File: config.mk
export PLATFORM = sky130hd
export DESIGN_NAME = pldmc_macrocell
export DESIGN_NICKNAME = d
export VERILOG_FILES = /design/src/rtl/pldmc_pkg.sv /design/src/rtl/pldmc_sum_array.sv /design/src/rtl/pldmc_edge.sv /design/src/rtl/pldmc_ff.sv /design/src/rtl/pldmc_macrocell.sv
export SDC_FILE = /design/constraint.sdc
export NUM_CORES = 1
export LEC_CHECK = 0
export CORE_AREA = 3 3 40 42
export DETAILED_ROUTE_END_ITERATION = 6
export DIE_AREA = 0 0 43 45
export DONT_BUFFER_PORTS = 1
export SLEW_MARGIN = 25
export SYNTH_ARGS = -nofsm -noshare
export SYNTH_HDL_FRONTEND = slang
export SYNTH_SLANG_ARGS = --single-unit
File: constraint.sdc
create_clock -name clk -period 1.9 [get_ports clk]
set_input_delay 0.095 -clock clk [delete_from_list [all_inputs] [get_ports clk]]
set_output_delay 0.095 -clock clk [all_outputs]
set_load 0.1 [all_outputs]
File: src/rtl/pldmc_pkg.sv
// Shared types for the output macrocell.
// Assumes two registers per cell. The struct field order fixes the configuration bit
// positions (merge in bit 0, preset enables in bits 9:8).
package pldmc_pkg;
    localparam int NUM_FF = 2;

    typedef struct packed {
        logic [NUM_FF-1:0] sp_en;        // bits 9:8 preset reaches register
        logic [NUM_FF-1:0] pin_clk_sel;  // bits 7:6 1 = clock pin
        logic [NUM_FF-1:0] t_mode;       // bits 5:4 1 = toggle
        logic              bypass2;      // bit 3
        logic              pol;          // bit 2
        logic              pin_src;      // bit 1 1 = combinational sum
        logic              merge;        // bit 0
    } mc_cfg_t;
endpackage

File: src/rtl/pldmc_sum_array.sv
// Sum-term stage: ORs product terms in groups of PT_PER_SUM.
// Group 0 feeds register 1, or all groups do when merged. Group 1 feeds register 2.
// Group 2 feeds the combinational pin path.
// Assumes NUM_SUM >= 3.
module pldmc_sum_array #(
    parameter int PT_PER_SUM = 4,
    parameter int NUM_SUM    = 3,
    localparam int PT_W      = PT_PER_SUM * NUM_SUM
) (
    input  logic [PT_W-1:0] pt,
    input  logic            merge,
    output logic            reg1_in,
    output logic            reg2_in,
    output logic            comb_term
);
    logic [NUM_SUM-1:0] sums;

    // One OR gate per sum group.
    for (genvar g = 0; g < NUM_SUM; g++) begin : g_sum
        assign sums[g] = |pt[g*PT_PER_SUM +: PT_PER_SUM];
    end

    // Route the groups to their consumers, widening register 1's input when merged.
    always_comb begin
        reg1_in   = merge ? (|sums) : sums[0];
        reg2_in   = sums[1];
        comb_term = sums[2];
    end
endmodule

File: src/rtl/pldmc_edge.sv
// Rising-event detector for a sampled clock-source level.
// Assumes the level is synchronous to clk. The previous sample resets to 1, so a
// source that is high through reset gives no event.
module pldmc_edge (
    input  logic clk,
    input  logic rst_n,
    input  logic lvl,
    output logic rise
);
    logic prev_q;

    // Remember the level seen at the last system edge.
    always_ff @(posedge clk) begin
        if (!rst_n) prev_q <= 1'b1;
        else        prev_q <= lvl;
    end

    // Flag an event on a low-to-high sample pair.
    assign rise = lvl & ~prev_q;

    AST_RISE_SINGLE: assert property (@(posedge clk) disable iff (!rst_n)
        rise |=> !rise);
endmodule

File: src/rtl/pldmc_ff.sv
// One configurable macrocell register: D or T, synchronous preset on its own clock
// event, and a reset term that masks the output at once and clears the stored bit.
// Assumes rise is a one-cycle event from pldmc_edge. Reset term beats preset.
module pldmc_ff (
    input  logic clk,
    input  logic rst_n,
    input  logic rise,
    input  logic d,
    input  logic t_mode,
    input  logic ar,
    input  logic sp,
    output logic q
);
    logic q_reg;
    logic q_next;

    // Choose the value the register takes on its own clock event.
    always_comb begin
        if (sp)          q_next = 1'b1;
        else if (t_mode) q_next = q_reg ^ d;
        else             q_next = d;
    end

    // Store state: power-up clear, reset-term clear, else update on event.
    always_ff @(posedge clk) begin
        if (!rst_n)    q_reg <= 1'b0;
        else if (ar)   q_reg <= 1'b0;
        else if (rise) q_reg <= q_next;
    end

    // The reset term acts without waiting for an edge.
    assign q = ar ? 1'b0 : q_reg;

    AST_AR_CLEARS: assert property (@(posedge clk) disable iff (!rst_n)
        ar |=> (q_reg == 1'b0));
    AST_AR_OVER_SP: assert property (@(posedge clk) disable iff (!rst_n)
        (ar && sp && rise) |=> !q_reg);
    AST_HOLD_NO_EVENT: assert property (@(posedge clk) disable iff (!rst_n)
        (!rise && !ar) |=> $stable(q_reg));
    AST_PRESET_SETS: assert property (@(posedge clk) disable iff (!rst_n)
        (rise && sp && !ar) |=> q_reg);
    AST_T_TOGGLES: assert property (@(posedge clk) disable iff (!rst_n)
        (rise && !sp && !ar && t_mode && d) |=> (q_reg != $past(q_reg)));
endmodule

File: src/rtl/pldmc_macrocell.sv
// Output macrocell top: sum stage, two clock-event detectors, two registers, an
// optional bypass of register 2, and the polarity and enable stage of the pin.
// Assumes cfg_word is static while in use and that all inputs are synchronous to clk.
module pldmc_macrocell
    import pldmc_pkg::*;
#(
    parameter int PT_PER_SUM = 4,
    parameter int NUM_SUM    = 3,
    localparam int PT_W      = PT_PER_SUM * NUM_SUM,
    localparam int CFG_W     = $bits(mc_cfg_t)
) (
    input  logic              clk,
    input  logic              rst_n,
    input  logic              pin_clk,
    input  logic [PT_W-1:0]   sum_pt,
    input  logic [NUM_FF-1:0] ck_pt,
    input  logic [NUM_FF-1:0] ar_pt,
    input  logic              sp_pt,
    input  logic              oe_pt,
    input  logic [CFG_W-1:0]  cfg_word,
    output logic              pin_out,
    output logic              pin_drive,
    output logic              fb_q1,
    output logic              fb_q2
);
    mc_cfg_t           cfg;
    logic [NUM_FF-1:0] reg_in;
    logic [NUM_FF-1:0] q;
    logic              comb_term;
    logic              pin_val;

    assign cfg = mc_cfg_t'(cfg_word);

    pldmc_sum_array #(
        .PT_PER_SUM (PT_PER_SUM),
        .NUM_SUM    (NUM_SUM)
    ) u_sums (
        .pt        (sum_pt),
        .merge     (cfg.merge),
        .reg1_in   (reg_in[0]),
        .reg2_in   (reg_in[1]),
        .comb_term (comb_term)
    );

    // One clock-source mux, event detector and register per storage element.
    for (genvar i = 0; i < NUM_FF; i++) begin : g_ff
        logic src_lvl;
        logic rise;

        assign src_lvl = cfg.pin_clk_sel[i] ? pin_clk : ck_pt[i];

        pldmc_edge u_edge (
            .clk   (clk),
            .rst_n (rst_n),
            .lvl   (src_lvl),
            .rise  (rise)
        );

        pldmc_ff u_ff (
            .clk    (clk),
            .rst_n  (rst_n),
            .rise   (rise),
            .d      (reg_in[i]),
            .t_mode (cfg.t_mode[i]),
            .ar     (ar_pt[i]),
            .sp     (sp_pt & cfg.sp_en[i]),
            .q      (q[i])
        );
    end

    // Feedback paths, with the optional bypass of register 2.
    always_comb begin
        fb_q1 = q[0];
        fb_q2 = cfg.bypass2 ? reg_in[1] : q[1];
    end

    // Pin stage: source select, polarity, enable.
    always_comb begin
        pin_val   = (cfg.pin_src ? comb_term : q[0]) ^ cfg.pol;
        pin_drive = oe_pt;
        pin_out   = oe_pt ? pin_val : 1'b0;
    end

    AST_PIN_QUIET: assert property (@(posedge clk) disable iff (!rst_n)
        !pin_drive |-> !pin_out);
    AST_RESET_CLEAR: assert property (@(posedge clk)
        (!rst_n && !cfg.bypass2) |=> (!fb_q1 && !fb_q2));
endmodule

==> summary.txt, run 1 <==
Outcome
  • Status: completed

Yosys
  • Ranking of synthesized cells by area: dfxtp_1 (24%), mux2i_1 (15%), nor4_4 (13%)
  • Synthesized area per cell: 8.824 µm²
  • Post-synthesis sequential area ratio: 0.2388
  • Async SR Flop Fraction: 0
  • Mapped Cells: 38
  • #FFs+latches synth: 4
  • Mapped cell area: 335.3 µm²
  • Netlist cell types: 20
  • Net Count, Synth: 69
  • Area leader, netlist: dfxtp_1
  • Post-synth top flop: dfxtp_1
  • Synth Warn #: 0
  • Number of synthesized flops with an enable pin: 0
  • Synth top area share: 0.2388

Critical path
  • R2R Setup Slk: 0.65 ns
  • CP Launch Type: flip-flop
  • Setup crit end kind: output pin
  • Crit path DAT: 1.42 ns
  • Max FO, Critical Path: 5
  • Crit path kind: reg -> out
  • Critical Path RT: 1.80 ns

Routing
  • Vias: 323
  • Vias/cell: 5.295
  • Post-Route WL: 727 µm
  • WL per Instance: 11.92 µm
  • Pre-Repair DR Iteration Count: 2
  • Post-DRT Antenna Nets: 0
  • # DRC: 0
  • Drt initial violations: 2

Layout
  • Commonest cells after routing, fill and taps aside: nand2_1 (6), mux2i_1 (4), dfxtp_1 (4)
  • Layout cells sized above 1: 0.2391
  • Layout Nets: 79
  • N_diodes: 0
  • Fill count: 146
  • Fin util: 0.3311
  • Most common cell after layout, fill and taps aside: nand2_1
  • Syn-to-layout area delta: 26.87%

Die
  • Die Width: 43 µm
  • Ports: 35
  • Row Count: 13
  • Core area: 1285 µm²
  • Chip height: 45 µm
  • Die ar.: 1935 µm²
  • Initial Util: 0.2610

Job
  • # Max-Cap Violations: 0

Timing
  • Hold_ws: 0.02605 ns
  • Tcrit/Tclk final: 0.7983
  • Max-slew headroom: 0.6694
  • Final Hold Fails: 0
  • Final Max Tran Viols: 0
  • Setup tns final: 0 ns
  • Final setup margin: 0.3832 ns
  • Tightest Pin Transition: 0.4913 ns
  • Worst Skew: 0.0008657 ns
  • Final Setup Violations: 0
  • RSZ-0062 raised after global routing: false
  • Min Tclk post-route: 1.517 ns
  • FMAX: 0.6593 GHz

Pwr
  • Internal power: 0.1833 mW
  • Clock power frac: 0.397
  • Sw frac: 0.2917
  • Max IR drop VDD: 306.2 µV
  • Pwr Total: 0.2588 mW
  • Reg power frac: 0.349
  • Comb power frac: 0.254
  • Leak Pwr: 0.1649 nW
  • PwrDens: 608.3 nW/µm²
  • Sw Pwr: 0.07550 mW

Place
  • Final HPWL DP: 652.4 µm
  • Port Buffers: 0
  • Post-Place Setup Slack: 0.4918 ns
  • Routability Congestion: 0.5835

Clock tree
  • Worst skew pair latency: 0.23 ns
  • Cts bufs inserted: 3
  • Sink Count: 4
  • H-tree Lvls: 1
  • Clock-pin slew on the worst setup and hold paths: 0.04 ns
  • Clock Path Buffers: 2
  • CTS Root Cell: clkbuf_4
  • Post-CTS Resized: 0
  • CTS tree: built

Global routing
  • Vias in the first global route: 332
  • Largest net degree at the start of global routing: 6
  • Gr usage total: 0.08576
  • GRT Residual Overflow: 0
  • Initial antenna violation count: 0
  • First-pass GRT wire length: 1235 µm

Min path
  • Min-Delay Path Class: in -> reg
## critical path, stage by stage, from the launching register on
cell and delay, ns:
dfxtp_1 0.38, nand2b_1 0.09, mux2i_1 0.16, xor2_1 0.15
and2_1 0.13, buf_4 0.28
## worst paths after layout
kind,to,start,cells past startpoint
hold / removal,g_ff[1].u_edge.prev_q,ck_pt[1],2
setup reg to reg,g_ff[0].u_ff.q_reg,g_ff[0].u_ff.q_reg,4
hold reg to reg,g_ff[1].u_ff.q_reg,g_ff[1].u_ff.q_reg,2
setup / recovery,pin_out,g_ff[0].u_ff.q_reg,5
## routing by layer
metal,vias to the layer above,track usage,share of wire
li1,157,-,-
met1,135,0.08193,0.33
met2,31,0.1497,0.41
met3,0,0.06375,0.25
met4,0,0.01807,0
met5,-,0,0
## power groups by stage
stage                     clock network (mW)  logic (mW)  registers (mW)
after detailed placement                   0      0.0605          0.0915
final                                  0.103      0.0658          0.0902
after floorplan                            0      0.0614          0.0911
after global placement                     0      0.0596          0.0914
after CTS                              0.109      0.0663          0.0902
after global routing                   0.120      0.0707          0.0903
## synthesized netlist by cell type (2+ instances only)
| cell type | n |
|---|---|
| nand2b_1 | 2 |
| nor4_1 | 2 |
| nand2_1 | 6 |
| inv_1 | 2 |
| nor2_1 | 3 |
| dfxtp_1 | 4 |
| mux2i_1 | 5 |
| nor4_4 | 2 |
## layout make-up
class                   count  area (µm²)  share of cell area
repair buffers              6       52.55              0.1235
multi-input cells          31       244.0              0.5735
clock buffers               3       22.52             0.05294
well taps                  15       18.77             0.04412
flip-flops and latches      4       80.08              0.1882
inverters                   2       7.507             0.01765
## metrics by stage
step	std cells	cell area, µm²
floorplan	38	339.1
global placement	55	372.9
detailed placement	55	372.9
CTS	61	425.4
global route	61	425.4
finish	61	425.4
## kinds of logic (layout without fill, tap and decap cells)
family,after synthesis,count (layout),synth area share
and+or+nand+nor,19,19,0.3731
muxes,6,6,0.1828
DFF,4,4,0.2388
buffers and inverters,3,11,0.04479
xor gates and xnor gates,1,1,0.02612
AOI/OAI and AO/OA,5,5,0.1343
## what timing repair did
action / in CTS / in global routing
buffers inserted: 0 / 0
hold buffers: 3 / 0
hold endpoints to repair: 4 / 0
setup endpoints to repair: 0 / 0
(Power assumes the default switching activity.)
==> inputs of run 2 (changes only) <==
==> constraint.sdc (replaced) <==
create_clock -name clk -period 1.6 [get_ports clk]
set_input_delay 0.08 -clock clk [delete_from_list [all_inputs] [get_ports clk]]
set_output_delay 0.08 -clock clk [all_outputs]
set_load 0.1 [all_outputs]
==> run 2 against run 1 <==
Against the previous run: first-iteration DRC count is 50% lower; largest cell class unchanged; global-route usage is 0.75 points lower; via count down 0.31%; flip-flop and latch count unchanged; design area up 2.9%; clock-buffer cell count unchanged; hold slack worse by 0.016 ns; critical path type unchanged; critical endpoint unchanged; die area unchanged; cell count unchanged; sequential share of layout area down 0.54 points.
==> summary.txt, run 2 (synthesis gave the netlist of run 1 again) <==
Routing
  • WL per Instance: 11.93 µm (+0.14%)
  • Vias/cell: 5.279 (-0.31%)
  • Vias: 322 (-0.31%)
  • # DRC: 0 (unchanged)
  • Post-Route WL: 728 µm (+0.14%)
  • Post-DRT Antenna Nets: 0 (unchanged)
  • Pre-Repair DR Iteration Count: 3 (+1)
  • Drt initial violations: 1 (-1)

Clock tree
  • Setup Fix Bufs, Post-CTS: 0 (unchanged)
  • Sink Count: 4 (unchanged)
  • Post-CTS Resized: 0 (unchanged)
  • Clock-pin slew on the worst setup and hold paths: 0.04 ns (about the same)
  • Clock Path Buffers: 2 (unchanged)
  • H-tree Lvls: 1 (unchanged)
  • Cts bufs inserted: 3 (unchanged)
  • CTS Root Cell: clkbuf_4
  • CTS tree: built
  • Worst skew pair latency: 0.24 ns (about the same)

Pwr
  • Max IR drop VDD: 470.9 µV (+54%)
  • PwrDens: 723.3 nW/µm² (+19%)
  • Leak Pwr: 0.1685 nW (+2.2%)
  • Pwr Total: 0.3168 mW (+22%)

Critical path
  • Crit path DAT: 1.38 ns (-0.04 ns)
  • Setup crit end kind: output pin
  • Max FO, Critical Path: 5 (unchanged)
  • CP Launch Type: flip-flop
  • Critical Path RT: 1.52 ns (-0.28 ns)
  • Crit path kind: reg -> out
  • Worst R2R Path Depth: 4 (unchanged)

Timing
  • Final Setup Violations: 0 (unchanged)
  • Tightest Pin Transition: 0.4467 ns (-0.04466 ns)
  • Min Tclk post-route: 1.456 ns
  • Final Max Tran Viols: 0 (unchanged)
  • Final Hold Fails: 0 (unchanged)
  • Tcrit/Tclk final: 0.9097
  • FMAX: 0.6870 GHz
  • Worst Skew: 0.004430 ns (+0.003564 ns)
  • RSZ-0062 raised after global routing: false
  • Max-slew headroom: 0.6995 (+0.03005)
  • Setup tns final: 0 ns (unchanged)

Die
  • Die Width: 43 µm (unchanged)
  • Initial Util: 0.2610 (unchanged)
  • Ports: 35 (unchanged)
  • Row Count: 13 (unchanged)
  • Core area: 1285 µm² (unchanged)
  • Chip height: 45 µm (unchanged)
  • Die ar.: 1935 µm² (unchanged)

Global routing
  • Vias in the first global route: 330 (-0.60%)
  • Initial antenna violation count: 0 (unchanged)
  • Largest net degree at the start of global routing: 6 (unchanged)
  • First-pass GRT wire length: 1159 µm (-6.2%)
  • GRT Residual Overflow: 0 (unchanged)
  • Gr usage total: 0.07827 (-0.007494)

Job
  • # Max-Cap Violations: 0 (unchanged)

Layout
  • Layout cells sized above 1: 0.2391 (unchanged)
  • Layout Nets: 79 (unchanged)
  • Most common cell after layout, fill and taps aside: nand2_1
  • Commonest cells after routing, fill and taps aside: nand2_1 (6), mux2i_1 (4), dfxtp_1 (4)
  • Fin util: 0.3408 (+0.009737)
  • Fill count: 135 (-7.5%)
  • N_diodes: 0 (unchanged)
  • Syn-to-layout area delta: 30.60%

Place
  • Routability Congestion: 0.6433 (+10%)
  • Port Buffers: 0 (unchanged)
  • Final HPWL DP: 634 µm (-2.8%)

Min path
  • Min-Delay Path Class: in -> reg
  • Hold Path Depth: 2 (unchanged)

Outcome
  • Status: completed
## run 2: cell counts in the layout (fill, tap and decap cells not counted)
Identical to the previous run, type by type.
## run 2: worst paths after layout
path / from / endpoint / slack [ns]
hold reg to reg: g_ff[1].u_ff.q_reg / g_ff[1].u_ff.q_reg / 0.52
setup / recovery: g_ff[0].u_ff.q_reg / pin_out / 0.14
setup reg to reg: g_ff[0].u_ff.q_reg / g_ff[0].u_ff.q_reg / 0.34
hold / removal: ck_pt[0] / g_ff[0].u_edge.prev_q / 0.01
## run 2: cell type report
class                   instances  area [µm²]  area share
flip-flops and latches          4       80.08      0.1829
repair buffers                  6       65.06      0.1486
clock buffers                   3       22.52     0.05143
well taps                      15       18.77     0.04286
inverters                       2       7.507     0.01714
multi-input cells              31       244.0      0.5571
## run 2: per-stage QoR
step	std cells	area [µm²]	hold WS, ns	setup WS [ns]
floorplan	38	339.1	0.1419	0.02548
global placement	55	385.4	0.1432	0.3386
detailed placement	55	385.4	0.1451	0.3175
CTS	61	437.9	0.007694	0.1328
global route	61	437.9	0.01309	0.03001
finish	61	437.9	0.009971	0.1445
## run 2: what timing repair did
item	in CTS	in global routing
hold buffers	3	0
hold endpoints to repair	4	0
endpoints found under the setup margin	0	0
## run 2: critical path: stages (launching register included)
cell	delay (ns)
dfxtp_1	0.38
nand2b_1	0.09
mux2i_1	0.15
xor2_1	0.15
and2_1	0.18
buf_12	0.18
## run 2: where the power goes
group | leakage (nW) | internal [mW] | switching [mW]
Sequential | 0.0329 | 0.105 | 0.00204
Clock | 0.0138 | 0.0839 | 0.0413
Combinational | 0.122 | 0.0345 | 0.0500
## run 2: per-layer routing
metal,up-vias,part of all wire,track usage
li1,155,-,-
met1,135,0.34,0.07952
met2,32,0.38,0.1317
met3,0,0.28,0.06773
met4,0,0,0
met5,-,0,0
==> inputs of run 3 (changes only) <==
--- a/config.mk
+++ b/config.mk
@@ -9,6 +9,7 @@
 export DETAILED_ROUTE_END_ITERATION = 6
 export DIE_AREA = 0 0 43 45
 export DONT_BUFFER_PORTS = 1
+export REMOVE_ABC_BUFFERS = 1
 export SLEW_MARGIN = 25
 export SYNTH_ARGS = -nofsm -noshare
 export SYNTH_HDL_FRONTEND = slang
==> run 3 against run 2 <==
Against the previous run: cell count unchanged; sequential power about the same; global-route usage grew 0.76 points; critical endpoint unchanged; utilization grew 0.097 points; design area rose by 0.29%; fmax increased by 0.65%; largest cell class unchanged.
==> summary.txt, run 3 (synthesis gave the netlist of run 1 again) <==
Critical path
  • Max FO, Critical Path: 5 (unchanged)
  • Reg2reg end: g_ff[0].u_ff.q_reg
  • CP Launch Type: flip-flop
  • Critical Path RT: 1.52 ns (about the same)
  • Setup crit end kind: output pin
  • Worst R2R Path Depth: 4 (unchanged)
  • Critical path launch point: g_ff[0].u_ff.q_reg
  • Worst setup path end: pin_out
  • R2R Setup Slk: 0.33 ns (about the same)
  • FF-to-FF Start: g_ff[0].u_ff.q_reg
  • Crit path kind: reg -> out
  • Crit path DAT: 1.37 ns (about the same)

Timing
  • Final Hold Fails: 0 (unchanged)
  • Worst Skew: 0.003063 ns (-0.001366 ns)
  • Final Max Tran Viols: 0 (unchanged)
  • Hold_ws: 0.01020 ns (+0.0002258 ns)
  • FMAX: 0.6915 GHz (+0.65%)
  • Min Tclk post-route: 1.446 ns (-0.009352 ns)
  • Max-slew headroom: 0.6955 (-0.003999)
  • Tcrit/Tclk final: 0.9039 (-0.005845)
  • Tightest Pin Transition: 0.4526 ns (+0.005945 ns)
  • Final Setup Violations: 0 (unchanged)
  • Setup tns final: 0 ns (unchanged)
  • Final setup margin: 0.1538 ns (+0.009352 ns)
  • RSZ-0062 raised after global routing: false

Global routing
  • Vias in the first global route: 323 (-2.1%)
  • First-pass GRT wire length: 1255 µm (+8.3%)
  • GRT Residual Overflow: 0 (unchanged)
  • Initial antenna violation count: 0 (unchanged)
  • Gr usage total: 0.08590 (+0.007637)
  • Largest net degree at the start of global routing: 6 (unchanged)

Layout
  • Syn-to-layout area delta: 30.97%
  • Most common cell after layout, fill and taps aside: nand2_1
  • Cell area after layout: 439.2 µm² (+0.29%)
  • Layout Nets: 79 (unchanged)
  • Final non-filler cell total: 61 (unchanged)
  • N_diodes: 0 (unchanged)
  • Commonest cells after routing, fill and taps aside: nand2_1 (6), mux2i_1 (4)
  • Layout cells sized above 1: 0.2609 (+0.02174)
  • Fin util: 0.3418 (+0.0009740)

Die
  • Die ar.: 1935 µm² (unchanged)
  • Row Count: 13 (unchanged)
  • Die Width: 43 µm (unchanged)
  • Chip height: 45 µm (unchanged)
  • Ports: 35 (unchanged)
  • Initial Util: 0.2610 (unchanged)
  • Core area: 1285 µm² (unchanged)

Min path
  • Hold Path Depth: 2 (unchanged)
  • Min-Delay Path Class: in -> reg

Pwr
  • Leak Pwr: 0.1690 nW (+0.28%)
  • Max IR drop VDD: 436.6 µV (-7.3%)
  • Pwr Total: 0.3153 mW (-0.47%)
  • PwrDens: 717.9 nW/µm² (-0.75%)

Clock tree
  • Clock-pin slew on the worst setup and hold paths: 0.04 ns (about the same)
  • H-tree Lvls: 1 (unchanged)
  • Worst skew pair latency: 0.23 ns (about the same)
  • CTS Root Cell: clkbuf_4
  • CTS tree: built
  • Setup Fix Bufs, Post-CTS: 0 (unchanged)
  • Sink Count: 4 (unchanged)
  • Clock Path Buffers: 2 (unchanged)
  • Cts bufs inserted: 3 (unchanged)

Place
  • Final HPWL DP: 669.7 µm (+5.6%)
  • Placed Cells incl. Taps: 55 (unchanged)
  • Routability Congestion: 0.6671 (+3.7%)
  • Post-Place Setup Slack: 0.2670 ns (-0.05054 ns)
  • Area after DPL: 385.4 µm² (unchanged)
  • Port Buffers: 0 (unchanged)

Routing
  • # DRC: 0 (unchanged)
  • Pre-Repair DR Iteration Count: 4 (+1)
  • Drt initial violations: 6 (+5)
  • WL per Instance: 12.79 µm (+7.1%)
  • Post-DRT Antenna Nets: 0 (unchanged)
  • Vias/cell: 5.426 (+2.8%)
  • Vias: 331 (+2.8%)
  • Post-Route WL: 780 µm (+7.1%)

Job
  • # Max-Cap Violations: 0 (unchanged)

Outcome
  • Status: completed
==> run 3: cell type report <==
class | count | area [µm²]
clock buffer | 3 | 22.52
fill | 140 | 845.8
inverter | 2 | 7.507
multi-input combinational | 31 | 244.0
sequential | 4 | 81.33
tap | 15 | 18.77
timing repair buffer | 6 | 65.06
==> run 3: how the worst min path moves through the flow <==
stage | startpoint | endpoint | slack (ns)
floorplan | rst_n | g_ff[0].u_edge.prev_q | 0.14
global placement | rst_n | g_ff[0].u_edge.prev_q | 0.14
detailed placement | rst_n | g_ff[0].u_edge.prev_q | 0.15
CTS | ck_pt[0] | g_ff[0].u_edge.prev_q | 0.006
global route | rst_n | g_ff[0].u_ff.q_reg | 0.02
finish | ck_pt[0] | g_ff[0].u_edge.prev_q | 0.01
==> run 3: per-layer routing <==
layer	wire [µm]	part of all wire	up-vias	track usage
li1	-	-	157	-
met1	295	0.38	138	0.1017
met2	303	0.39	36	0.1317
met3	182	0.23	0	0.06773
met4	0	0	0	0
met5	0	0	-	0
==> run 3: critical path, stage by stage, from the launching register on <==
cell and delay [ns]:
dfxtp_2 0.35, nand2b_1 0.08, mux2i_1 0.18, xor2_1 0.15, and2_1 0.19, buf_12 0.18
==> run 3: timing repair <==
| action | 4_1_cts | 5_1_grt |
|---|---|---|
| hold endpoints to repair | 4 | 0 |
| gates resized for setup | 0 | 1 |
| hold buffers | 3 | 0 |
| endpoints found under the setup margin | 0 | 1 |
==> run 3: power by group <==
part / total (mW) / internal (mW) / switching, mW
registers: 0.107 / 0.105 / 0.00203
logic: 0.0852 / 0.0345 / 0.0507
clock network: 0.123 / 0.0838 / 0.0392
